$ cat src/rtl/stop_guard_pkg.sv
package stop_guard_pkg;

  // Strobes from the control FSM to the datapath.
  typedef struct packed {
    logic stopActive;  // local stop-activate is asserted this cycle
    logic busyDrive;   // shared busy line is being forced this cycle
  } guardStrobes_t;

endpackage

$ cat src/rtl/stop_guard_dp.sv
module stop_guard_dp
  import stop_guard_pkg::*;
#(
  parameter int STOP_DELAY  = 3,
  parameter int HOLD_CYCLES = 6
) (
  input  logic          clk,
  input  logic          rst,
  input  logic          stopIn,
  input  logic          forceBusy,
  input  guardStrobes_t strobes,
  output logic          stopLate,
  output logic          busBusyN
);

  localparam int HC_W = $clog2(HOLD_CYCLES + 1);
  localparam logic [HC_W-1:0] HOLD_LOAD = HC_W'(HOLD_CYCLES - 1);

  // Delay line for the system-wide stop indication.
  generate
    if (STOP_DELAY == 0) begin : g_noDelay
      assign stopLate = stopIn;
    end else begin : g_delay
      logic [STOP_DELAY-1:0] stage;
      for (genvar i = 0; i < STOP_DELAY; i++) begin : g_stage
        always_ff @(posedge clk) begin
          if (rst) begin
            stage[i] <= 1'b0;
          end else if (i == 0) begin
            stage[i] <= stopIn;
          end else begin
            stage[i] <= stage[(i == 0) ? 0 : i-1];
          end
        end
      end
      assign stopLate = stage[STOP_DELAY-1];
    end
  endgenerate

  // Hold counter: reloaded on every stop-activate cycle, counts down to zero.
  logic [HC_W-1:0] holdCnt;
  logic            holdActive;

  always_ff @(posedge clk) begin
    if (rst) begin
      holdCnt <= '0;
    end else if (strobes.stopActive) begin
      holdCnt <= HOLD_LOAD;
    end else if (holdActive) begin
      holdCnt <= holdCnt - HC_W'(1);
    end
  end

  assign holdActive = (holdCnt != '0);
  assign busBusyN   = ~(forceBusy | strobes.stopActive | holdActive);

endmodule

$ cat src/rtl/stop_guard_ctrl.sv
module stop_guard_ctrl
  import stop_guard_pkg::*;
#(
  parameter int FORCE_STEPS = 6,
  parameter int STATE_W     = 4
) (
  input  logic               clk,
  input  logic               rst,
  input  logic               stopLate,
  input  logic               busyInN,
  input  logic               workaroundEn,
  input  logic               forceStop,
  output guardStrobes_t      strobes,
  output logic [STATE_W-1:0] stateQ
);

  localparam logic [STATE_W-1:0] ST_IDLE  = STATE_W'(0);
  localparam logic [STATE_W-1:0] ST_WAIT  = STATE_W'(1);
  localparam logic [STATE_W-1:0] ST_FORCE = STATE_W'(2);
  localparam logic [STATE_W-1:0] ST_LAST  = STATE_W'(FORCE_STEPS + 2);

  logic [STATE_W-1:0] stateD;

  always_comb begin
    stateD = stateQ;
    if (stateQ == ST_IDLE) begin
      if (stopLate) stateD = ST_WAIT;
    end else if (stateQ == ST_WAIT) begin
      if (workaroundEn) begin
        if (busyInN) stateD = ST_FORCE;
      end else if (!stopLate) begin
        stateD = ST_IDLE;
      end
    end else if (stateQ == ST_LAST) begin
      if (workaroundEn && !stopLate) stateD = ST_IDLE;
    end else if (workaroundEn) begin
      stateD = stateQ + STATE_W'(1);
    end
  end

  always_ff @(posedge clk) begin
    if (rst) stateQ <= ST_IDLE;
    else     stateQ <= stateD;
  end

  always_comb begin
    strobes.stopActive = forceStop | (stateQ != ST_IDLE);
    strobes.busyDrive  = (stateQ > ST_FORCE);
  end

endmodule

$ cat src/rtl/stop_guard.sv
module stop_guard
  import stop_guard_pkg::*;
#(
  parameter int STOP_DELAY  = 3,
  parameter int HOLD_CYCLES = 6,
  parameter int FORCE_STEPS = 6,
  localparam int STATE_W    = $clog2(FORCE_STEPS + 3)
) (
  input  logic               clk,
  input  logic               rst,
  input  logic               stopIn,
  input  logic               busyInN,
  input  logic               workaroundEn,
  input  logic               forceStop,
  input  logic               forceBusy,
  output logic               stopActN,
  output logic               busyOutN,
  output logic               busBusyN,
  output logic [STATE_W-1:0] stateDbg
);

  guardStrobes_t strobes;
  logic          stopLate;

  stop_guard_ctrl #(
    .FORCE_STEPS(FORCE_STEPS),
    .STATE_W    (STATE_W)
  ) u_ctrl (
    .clk         (clk),
    .rst         (rst),
    .stopLate    (stopLate),
    .busyInN     (busyInN),
    .workaroundEn(workaroundEn),
    .forceStop   (forceStop),
    .strobes     (strobes),
    .stateQ      (stateDbg)
  );

  stop_guard_dp #(
    .STOP_DELAY (STOP_DELAY),
    .HOLD_CYCLES(HOLD_CYCLES)
  ) u_dp (
    .clk      (clk),
    .rst      (rst),
    .stopIn   (stopIn),
    .forceBusy(forceBusy),
    .strobes  (strobes),
    .stopLate (stopLate),
    .busBusyN (busBusyN)
  );

  assign stopActN = ~strobes.stopActive;
  assign busyOutN = ~strobes.busyDrive;

endmodule

$ cat config.mk
export PLATFORM = sky130hd
export DESIGN_NAME = stop_guard
export DESIGN_NICKNAME = d
export VERILOG_FILES = /design/src/rtl/stop_guard_pkg.sv /design/src/rtl/stop_guard_dp.sv /design/src/rtl/stop_guard_ctrl.sv /design/src/rtl/stop_guard.sv
export SDC_FILE = /design/constraint.sdc
export NUM_CORES = 1
export LEC_CHECK = 0
export BUFFER_PORTS_ARGS = -buffer_cell sky130_fd_sc_hd__buf_2
export CORE_AREA = 2 2 39 41
export DETAILED_ROUTE_END_ITERATION = 10
export DIE_AREA = 0 0 41 43
export GPL_TIMING_DRIVEN = 0
export PLACE_DENSITY = 0.7
export SYNTH_ARGS = -nofsm -noshare
export SYNTH_HDL_FRONTEND = slang
export SYNTH_SLANG_ARGS = --single-unit
$ cat constraint.sdc
create_clock -name clk -period 4.1 [get_ports clk]
set_clock_uncertainty 0.15 [all_clocks]
set_input_delay 0 -clock clk [delete_from_list [all_inputs] [get_ports clk]]
set_output_delay 0 -clock clk [all_outputs]
set_load 0.05 [all_outputs]
==> results by group, run 1 <==
Outcome
  • Status: completed

Setup path
  • Cells on worst reg2reg path: 7
  • Capture point of the critical path: u_ctrl.stateQ[3]
  • Kind of start point of the critical path: flop
  • Kind of capture point of the worst setup path: flop
  • Crit path launch: u_ctrl.stateQ[0]
  • Worst flop-to-flop path startpoint: u_ctrl.stateQ[0]
  • Capturing point of the worst reg2reg path: u_ctrl.stateQ[3]
  • Crit path arrival time: 2.09 ns
  • Crit path max fanout: 10
  • Setup slack of the worst register-to-register path: 2.02 ns
  • Req. time, crit path: 4.12 ns
  • Crit Path Class: reg2reg

Finish
  • Layout cell share with drive strength beyond 1: 23.7%
  • Post-layout util: 59.1%
  • Number of inserted diodes: 0
  • Area growth syn-to-layout: 24.6%
  • Post-route cell area: 818 µm²
  • Layout Nets: 108

Yosys
  • Cell Area, Synth: 657 µm²
  • Synth top cells by count: 10 x sky130_fd_sc_hd__dfxtp_1, 9 x sky130_fd_sc_hd__inv_1, 7 x sky130_fd_sc_hd__ha_1
  • Sequential element share of the synthesized area: 30.5%
  • FF+latch count, synth: 10
  • Instance count of the mapped netlist: 72
  • Average instance area after synthesis: 9.12 µm²
  • Largest area contributor in the synthesized netlist: sky130_fd_sc_hd__dfxtp_1
  • Proportion of register bits with asynchronous set or reset after synthesis: 0%
  • Most frequent cell after synthesis: sky130_fd_sc_hd__dfxtp_1
  • Dominant register cell in the synthesized netlist: sky130_fd_sc_hd__dfxtp_1
  • Area share of the largest cell type after synthesis: 30.5%
  • Total of warnings raised by yosys: 0
  • Cell types occupying the most area after synthesis: sky130_fd_sc_hd__dfxtp_1 30%, sky130_fd_sc_hd__ha_1 13%, sky130_fd_sc_hd__nor2b_1 5.7%
  • Post-Synthesis Net Count: 86
  • EDFF count, synth: 0
  • Number of distinct standard cells referenced by the synthesized netlist: 30

Clock network
  • Clock tree from TritonCTS: done
  • Total CTS buffers: 3
  • PostCTS Resize Cnt: 0
  • Clock Latency Late Sink: 0.25 ns
  • H-tree levels: 1
  • Root buffer selected by CTS: sky130_fd_sc_hd__clkbuf_4
  • Worst-path clk slew: 0.06 ns
  • Total number of clock tree sinks: 10
  • Buffers from clock root to sink, at most: 2

Die
  • Initial cell density of the core: 47.5%
  • Die Span Y: 43 µm
  • Full die area: 1760 µm²
  • Core footprint: 1380 µm²
  • Site row count: 14
  • Die width: 41 µm
  • Ports: 14

Drt
  • Antenna-violating nets left: 0
  • Total iterations of the first detailed-routing run: 4
  • Total length of routed wires: 1210 µm
  • DRC: 0
  • Routed wirelength normalized by instance count: 11.1 µm
  • DRT iter0 DRCs: 7
  • Via count: 563
  • Vias per cell: 5.17

STA
  • Total Negative Setup Slacks: 0 ns
  • RSZ-0062 raised after global routing: false
  • Crit path time final: 2.08 ns
  • Max Clock Freq: 482 MHz
  • Hold Violations, Final: 0
  • Actual slew at the worst max-slew pin: 0.425 ns
  • Final setup violating endpoints: 0
  • Final Hold Slack: 0.169 ns
  • Worst slew slack as a fraction of its limit: 71.6%
  • Share of the clock period used by the worst path: 50.6%
  • Max Transition Viols Final: 0

Power and ir drop
  • Static leakage: 0.000362 µW
  • VDD IR max: 0.000248 V
  • Power density over the cells: 442 nW/µm²

Place
  • Total cell area at the placement stage: 742 µm²
  • Port Buf Inserts: 13
  • DPL Wire Length: 895 µm
  • RePlAce Congestion: 0.685

Job
  • Number of violations of the max-capacitance limit: 0

Global routing
  • Overall track demand over capacity in global routing: 16.1%
  • Total congestion overflow: 0
  • Pin count of the biggest net entering global routing: 11
  • Vias in the first global route: 482
  • Initial antenna violation count: 0
  • Global-route wire length before repair: 1970 µm

Worst hold path
  • Path class of the lowest-slack min-delay path: in2out
==> routing by layer <==
layer	vias to the layer above	wire, µm	GRT usage [%]
met4	0	14	8.00
met5	-	0	0
met2	14	558	23.8
met3	2	51	1.57
met1	255	587	22.3
li1	292	-	-
==> cells by family (layout without fill, tap and decap cells) <==
kind of cell / Yosys count / after routing / share of synthesized area [%]
simple gates: 22 / 22 / 21.7
compound gates: 18 / 18 / 21.1
buf+inv: 11 / 32 / 7.43
flops: 10 / 10 / 30.5
fa+ha+maj: 7 / 7 / 13.3
mux: 3 / 3 / 4.57
xor+xnor: 1 / 1 / 1.33
==> worst min-delay path by stage <==
stage	from	end	depth (start not counted)
after floorplan	stopIn	u_dp.g_delay.stage[0]	1
after global placement	stopIn	u_dp.g_delay.stage[0]	2
after detailed placement	stopIn	u_dp.g_delay.stage[0]	2
after CTS	forceBusy	busBusyN	3
after global routing	forceBusy	busBusyN	3
final	forceBusy	busBusyN	3
==> power by group <==
part	switching, µW	internal, µW	leakage (µW)
combinational	90.7	66.4	0.000259
clock	30.5	53.7	0.0000210
sequential	12.7	108	0.0000821
total	134	228	0.000362
==> flip-flops by register name, summed over array words and instances, names as in the netlist <==
register            count
u_ctrl.stateQ           4
u_dp.g_delay.stage      2
u_dp.holdCnt            3
u_dp.stopLate           1
==> cells in the final DEF, fill, tap and decap left out, types with 2 or more instances in the layout <==
cell type / synthesis / routed
sky130_fd_sc_hd__a211oi_1: 2 / 2
sky130_fd_sc_hd__a21o_1: 2 / 2
sky130_fd_sc_hd__a21oi_1: 5 / 5
sky130_fd_sc_hd__buf_2: 0 / 13
sky130_fd_sc_hd__clkbuf_4: 0 / 3
sky130_fd_sc_hd__dfxtp_1: 10 / 10
sky130_fd_sc_hd__dlygate4sd3_1: 0 / 4
sky130_fd_sc_hd__ha_1: 7 / 7
sky130_fd_sc_hd__inv_1: 9 / 9
sky130_fd_sc_hd__mux2i_1: 3 / 3
sky130_fd_sc_hd__nand2b_1: 2 / 2
sky130_fd_sc_hd__nand4_1: 2 / 2
sky130_fd_sc_hd__nor2_1: 4 / 4
sky130_fd_sc_hd__nor2b_1: 6 / 6
sky130_fd_sc_hd__o21ai_0: 2 / 2
==> stage by stage <==
| step | setup slack, ns | std cells | power (µW) |
|---|---|---|---|
| detailed placement | 2.05 | 101 | 275 |
| floorplan | 1.69 | 72 | 246 |
| CTS | 2.02 | 109 | 365 |
| finish | 2.02 | 109 | 362 |
| global placement | 2.06 | 101 | 275 |
| global route | 1.88 | 109 | 385 |
==> repair_timing <==
action	4_1_cts	5_1_grt
hold endpoints to repair	5	0
hold buffers	4	0
setup buffers	0	0
==> worst max-delay path, cell delays in order (launching register included) <==
cell and delay (ns):
sky130_fd_sc_hd__dfxtp_1 0.50, sky130_fd_sc_hd__inv_1 0.13, sky130_fd_sc_hd__ha_1 0.23, sky130_fd_sc_hd__buf_6 0.14, sky130_fd_sc_hd__nor4b_2 0.21, sky130_fd_sc_hd__a21oi_1 0.08
sky130_fd_sc_hd__o311a_4 0.34, sky130_fd_sc_hd__a221oi_2 0.23
==> area by class of cell <==
type,instances,area (µm²)
clock buffer,4,36.3
timing repair buffer,17,105
tap,16,20.0
multi-input combinational,51,408
sequential,10,200
fill,133,566
inverter,9,33.8
buffer,2,15.0
Note: power is estimated with default switching activity, not from simulation.
==> inputs of run 2 (changes only) <==
--- a/config.mk
+++ b/config.mk
@@ -5,12 +5,13 @@
 export SDC_FILE = /design/constraint.sdc
 export NUM_CORES = 1
 export LEC_CHECK = 0
+export ABC_AREA = 1
 export BUFFER_PORTS_ARGS = -buffer_cell sky130_fd_sc_hd__buf_2
-export CORE_AREA = 2 2 39 41
+export CORE_MARGIN = 1
+export CORE_UTILIZATION = 46
 export DETAILED_ROUTE_END_ITERATION = 10
-export DIE_AREA = 0 0 41 43
 export GPL_TIMING_DRIVEN = 0
-export PLACE_DENSITY = 0.7
+export PLACE_DENSITY = 0.69
 export SYNTH_ARGS = -nofsm -noshare
 export SYNTH_HDL_FRONTEND = slang
 export SYNTH_SLANG_ARGS = --single-unit
==> constraint.sdc (replaced) <==
create_clock -name clk -period 1.75 [get_ports clk]
set_clock_uncertainty 0.15 [all_clocks]
set_input_delay 0 -clock clk [delete_from_list [all_inputs] [get_ports clk]]
set_output_delay 0 -clock clk [all_outputs]
set_load 0.05 [all_outputs]
==> run 2 against run 1 <==
Effect of this change: via count is 8.2% higher; critical path type is now reg2out; sequential share of layout area is 0.54 points higher; critical endpoint is now busBusyN; worst setup slack worse by 1.9 ns; wire length is 0.41% higher.
==> results by group, run 2 <==
Yosys
  • Proportion of register bits with asynchronous set or reset after synthesis: 0% (unchanged)
  • Synth top cells by count: 20 x sky130_fd_sc_hd__inv_1, 17 x sky130_fd_sc_hd__nand2_1, 13 x sky130_fd_sc_hd__nor2_1 (was 10 x sky130_fd_sc_hd__dfxtp_1, 9 x sky130_fd_sc_hd__inv_1, 7 x sky130_fd_sc_hd__ha_1)
  • Fraction of the mapped netlist area in compound gates: 8.72% (was 21.1%)
  • EDFF count, synth: 0 (unchanged)
  • Total of warnings raised by yosys: 0 (unchanged)
  • Largest area contributor in the synthesized netlist: sky130_fd_sc_hd__dfxtp_1 (unchanged)
  • Sequential element share of the synthesized area: 31.0% (was 30.5%)
  • Share of synthesized cell area in full adder, half adder and majority cells: 13.6% (was 13.3%)
  • Simple-gate portion of the synthesized area: 33.1% (was 21.7%)
  • Post-Synthesis Net Count: 108 (was 86)
  • Dominant register cell in the synthesized netlist: sky130_fd_sc_hd__dfxtp_1 (unchanged)
  • Cell Area, Synth: 646 µm² (was 657 µm²)
  • Share of the synthesized netlist area taken by xor and xnor gates: 1.36% (was 1.33%)
  • Cell types occupying the most area after synthesis: sky130_fd_sc_hd__dfxtp_1 31%, sky130_fd_sc_hd__ha_1 14%, sky130_fd_sc_hd__inv_1 12% (was sky130_fd_sc_hd__dfxtp_1 30%, sky130_fd_sc_hd__ha_1 13%, sky130_fd_sc_hd__nor2b_1 5.7%)
  • Instance count of the mapped netlist: 94 (was 72)
  • Main combinational cell family by area after synthesis: simple AND/OR/NAND/NOR gates (unchanged)
  • Area share of the largest cell type after synthesis: 31.0% (was 30.5%)
  • Fraction of synthesized area in multiplexers: 0% (was 4.57%)
  • Most frequent cell after synthesis: sky130_fd_sc_hd__inv_1 (was sky130_fd_sc_hd__dfxtp_1)
  • FF+latch count, synth: 10 (unchanged)
  • Average instance area after synthesis: 6.87 µm² (was 9.12 µm²)
  • Number of distinct standard cells referenced by the synthesized netlist: 20 (was 30)

Setup path
  • Crit path max fanout: 6 (was 10)
  • Kind of capture point of the worst setup path: output port (was flop)
  • Crit Path Class: reg2out (was reg2reg)
  • Crit-path max cell delay: 0.37 ns (was 0.50 ns)
  • Worst flop-to-flop path startpoint: u_ctrl.stateQ[0] (unchanged)
  • Sequence of cells on the critical path: inv_4 -> ha_4 -> nand2_4 -> nor2_4 -> inv_2 -> nor3_4 -> buf_6 (was inv_1 -> ha_1 -> buf_6 -> nor4b_2 -> a21oi_1 -> o311a_4 -> a221oi_2)
  • Cells on worst reg2reg path: 9 (was 7)
  • Kind of cell with the highest combined delay on the critical path: simple AND/OR/NAND/NOR gates (was compound AO/OA/AOI/OAI gates)
  • Critical-path cell with the highest stage delay: sky130_fd_sc_hd__dfxtp_4 (was sky130_fd_sc_hd__dfxtp_1)
  • Buf+Inv Stages, Crit Path: 3 (was 2)
  • Kind of start point of the critical path: flop (unchanged)
  • Setup slack of the worst register-to-register path: 0.18 ns (was 2.02 ns)
  • Crit path arrival time: 1.51 ns (was 2.09 ns)
  • Req. time, crit path: 1.60 ns (was 4.12 ns)
  • Capturing point of the worst reg2reg path: u_ctrl.stateQ[1] (was u_ctrl.stateQ[3])

Power and ir drop
  • VDD IR max: 0.000775 V (was 0.000248 V)
  • PnR Total Power: 1230 µW (was 362 µW)
  • Static leakage: 0.000433 µW (was 0.000362 µW)
  • Power density over the cells: 1450 nW/µm² (was 442 nW/µm²)

Die
  • Die width: 39.5 µm (was 41 µm)
  • Ports: 14 (unchanged)
  • Site row count: 13 (was 14)
  • Full die area: 1560 µm² (was 1760 µm²)
  • Initial cell density of the core: 49.6% (was 47.5%)
  • Core footprint: 1300 µm² (was 1380 µm²)
  • Die Span Y: 39.5 µm (was 43 µm)

Finish
  • Commonest non-fill, non-tap cell in the layout: sky130_fd_sc_hd__inv_1 (was sky130_fd_sc_hd__buf_2)
  • Layout Nets: 129 (was 108)
  • Top flop regs: u_ctrl.stateQ (4), u_dp.holdCnt (3), u_dp.g_delay.stage (2) (unchanged)
  • Largest Register: u_ctrl.stateQ (unchanged)
  • Layout cell share with drive strength beyond 1: 28.9% (was 23.7%)
  • Max reg flops: 4 (unchanged)
  • Area growth syn-to-layout: 31.8% (was 24.6%)
  • Post-route cell area: 851 µm² (was 818 µm²)
  • Leading cell types in the layout, fill and taps excluded: 17 x sky130_fd_sc_hd__inv_1, 16 x sky130_fd_sc_hd__nand2_1, 13 x sky130_fd_sc_hd__nor2_1, 11 x sky130_fd_sc_hd__buf_2, 8 x sky130_fd_sc_hd__nand3_1 (was 13 x sky130_fd_sc_hd__buf_2, 10 x sky130_fd_sc_hd__dfxtp_1, 9 x sky130_fd_sc_hd__inv_1, 7 x sky130_fd_sc_hd__ha_1, 6 x sky130_fd_sc_hd__nor2b_1)
  • Number of inserted diodes: 0 (unchanged)

STA
  • Final setup slack of the worst path: 0.0895 ns (was 2.02 ns)
  • Max Clock Freq: 602 MHz
  • Max Transition Viols Final: 0 (unchanged)
  • Share of the clock period used by the worst path: 94.9%
  • Total Negative Setup Slacks: 0 ns (unchanged)
  • Crit path time final: 1.66 ns
  • Hold Violations, Final: 0 (unchanged)
  • Worst slew slack as a fraction of its limit: 70.9% (was 71.6%)
  • RSZ-0062 raised after global routing: false (unchanged)
  • Actual slew at the worst max-slew pin: 0.436 ns (was 0.425 ns)
  • Final setup violating endpoints: 0 (unchanged)

Clock network
  • Buffers from clock root to sink, at most: 2 (unchanged)
  • Total CTS buffers: 3 (unchanged)
  • H-tree levels: 1 (unchanged)
  • Clock tree from TritonCTS: done (unchanged)
  • Clock Latency Late Sink: 0.26 ns (was 0.25 ns)
  • Total number of clock tree sinks: 10 (unchanged)
  • Worst-path clk slew: 0.07 ns (was 0.06 ns)
  • Root buffer selected by CTS: sky130_fd_sc_hd__clkbuf_4 (unchanged)

Drt
  • Vias per cell: 4.72 (was 5.17)
  • Antenna-violating nets left: 0 (unchanged)
  • Total length of routed wires: 1220 µm (was 1210 µm)
  • Via count: 609 (was 563)
  • Total iterations of the first detailed-routing run: 4 (unchanged)
  • DRT iter0 DRCs: 13 (was 7)
  • Routed wirelength normalized by instance count: 9.43 µm (was 11.1 µm)
  • DRC: 0 (unchanged)

Global routing
  • Pin count of the biggest net entering global routing: 11 (unchanged)
  • Total congestion overflow: 0 (unchanged)
  • Vias in the first global route: 543 (was 482)
  • Initial antenna violation count: 0 (unchanged)
  • Overall track demand over capacity in global routing: 20.5% (was 16.1%)
  • Global-route wire length before repair: 2150 µm (was 1970 µm)

Job
  • Number of violations of the max-capacitance limit: 0 (unchanged)

Place
  • RePlAce Congestion: 0.708 (was 0.685)
  • Worst slack at placement: 0.179 ns (was 2.05 ns)
  • Total cell area at the placement stage: 778 µm² (was 742 µm²)
  • DPL Wire Length: 923 µm (was 895 µm)
  • Port Buf Inserts: 12 (was 13)

Worst hold path
  • Startpoint of the tightest hold check path: workaroundEn (was forceBusy)
  • Hold Crit Endpoint: u_ctrl.stateQ[1] (was busBusyN)
  • Path class of the lowest-slack min-delay path: in2reg (was in2out)
  • Cell count of the worst hold path: 5 (was 3)

Outcome
  • Status: completed (unchanged)
==> run 2: cell count changes after synthesis, moves of 2 or more <==
cell and delta:
sky130_fd_sc_hd__nand2_1 +16, sky130_fd_sc_hd__inv_1 +11, sky130_fd_sc_hd__nor2_1 +9, sky130_fd_sc_hd__nand3_1 +8, sky130_fd_sc_hd__nor2b_1 -6, sky130_fd_sc_hd__mux2i_1 -3, sky130_fd_sc_hd__a211oi_1 -2, sky130_fd_sc_hd__a21o_1 -2
sky130_fd_sc_hd__a21oi_1 -2, sky130_fd_sc_hd__a31oi_1 +2, sky130_fd_sc_hd__nand2_2 +2, sky130_fd_sc_hd__nand2b_1 -2, sky130_fd_sc_hd__nor2_2 +2
==> run 2: stage by stage <==
step           util (%)  hold WS [ns]  std cells
3_5_place_dp       59.8        0.0627        121
3_3_place_gp       59.8        0.0525        121
6_report           65.4        0.0901        129
2_1_floorplan         -       -0.0906         94
4_1_cts            65.1        0.0768        129
5_1_grt            65.4         0.133        129
==> run 2: worst reg2reg max path, stage by stage (launching register included) <==
cell	delay (ns)
sky130_fd_sc_hd__dfxtp_4	0.39
sky130_fd_sc_hd__inv_4	0.05
sky130_fd_sc_hd__ha_4	0.18
sky130_fd_sc_hd__inv_1	0.09
sky130_fd_sc_hd__nand3_1	0.10
sky130_fd_sc_hd__nor2_1	0.15
sky130_fd_sc_hd__nor2_2	0.08
sky130_fd_sc_hd__nand2_2	0.11
sky130_fd_sc_hd__nand2_1	0.06
sky130_fd_sc_hd__a21oi_1	0.13
==> run 2: per-layer routing <==
| layer | GRT usage [%] | vias to the layer above | wire length, µm |
|---|---|---|---|
| li1 | - | 329 | - |
| met1 | 24.0 | 268 | 576 |
| met2 | 36.5 | 10 | 602 |
| met3 | 1.70 | 2 | 22 |
| met4 | 10.3 | 0 | 14 |
| met5 | 0 | - | 0 |
==> run 2: area by class of cell <==
type	count	area (µm²)
clock inverter	1	3.75
clock buffer	3	22.5
timing repair buffer	16	106
tap	15	18.8
sequential	10	213
buffer	1	3.75
fill	119	450
multi-input combinational	63	403
inverter	20	80.1
==> run 2: worst max-delay path by stage <==
stage | startpoint | to | slack [ns] | cells past startpoint
3_3_place_gp | u_dp.holdCnt[0] | u_dp.holdCnt[1] | 0.20 | 6
2_1_floorplan | u_ctrl.stateQ[1] | busBusyN | -0.02 | 6
6_report | u_ctrl.stateQ[1] | busBusyN | 0.09 | 7
5_1_grt | u_dp.holdCnt[0] | busBusyN | 0.007 | 6
4_1_cts | u_ctrl.stateQ[1] | busBusyN | 0.05 | 7
3_5_place_dp | u_dp.holdCnt[0] | u_dp.holdCnt[1] | 0.18 | 6
==> run 2: cells by family after synthesis <==
logic type / Yosys count
AO/OA/AOI/OAI: 8
XOR/XNOR: 1
adder cells (fa/ha/maj): 7
buffers and inverters: 21
flip-flops: 10
AND/OR/NAND/NOR: 47
==> run 2: repair_timing <==
action	in CTS	in global routing
setup endpoints to repair	1	1
hold buffers	4	0
endpoints found under the hold margin	6	0
pin swaps	0	0
resized for setup	1	1
buffers inserted	0	0
==> run 2: power breakdown <==
| group | switching, µW | leakage, µW | total, µW | internal [µW] |
|---|---|---|---|---|
| Clock | 76.6 | 0.0000154 | 159 | 82.2 |
| Sequential | 52.7 | 0.0000849 | 328 | 275 |
| Combinational | 507 | 0.000333 | 747 | 239 |
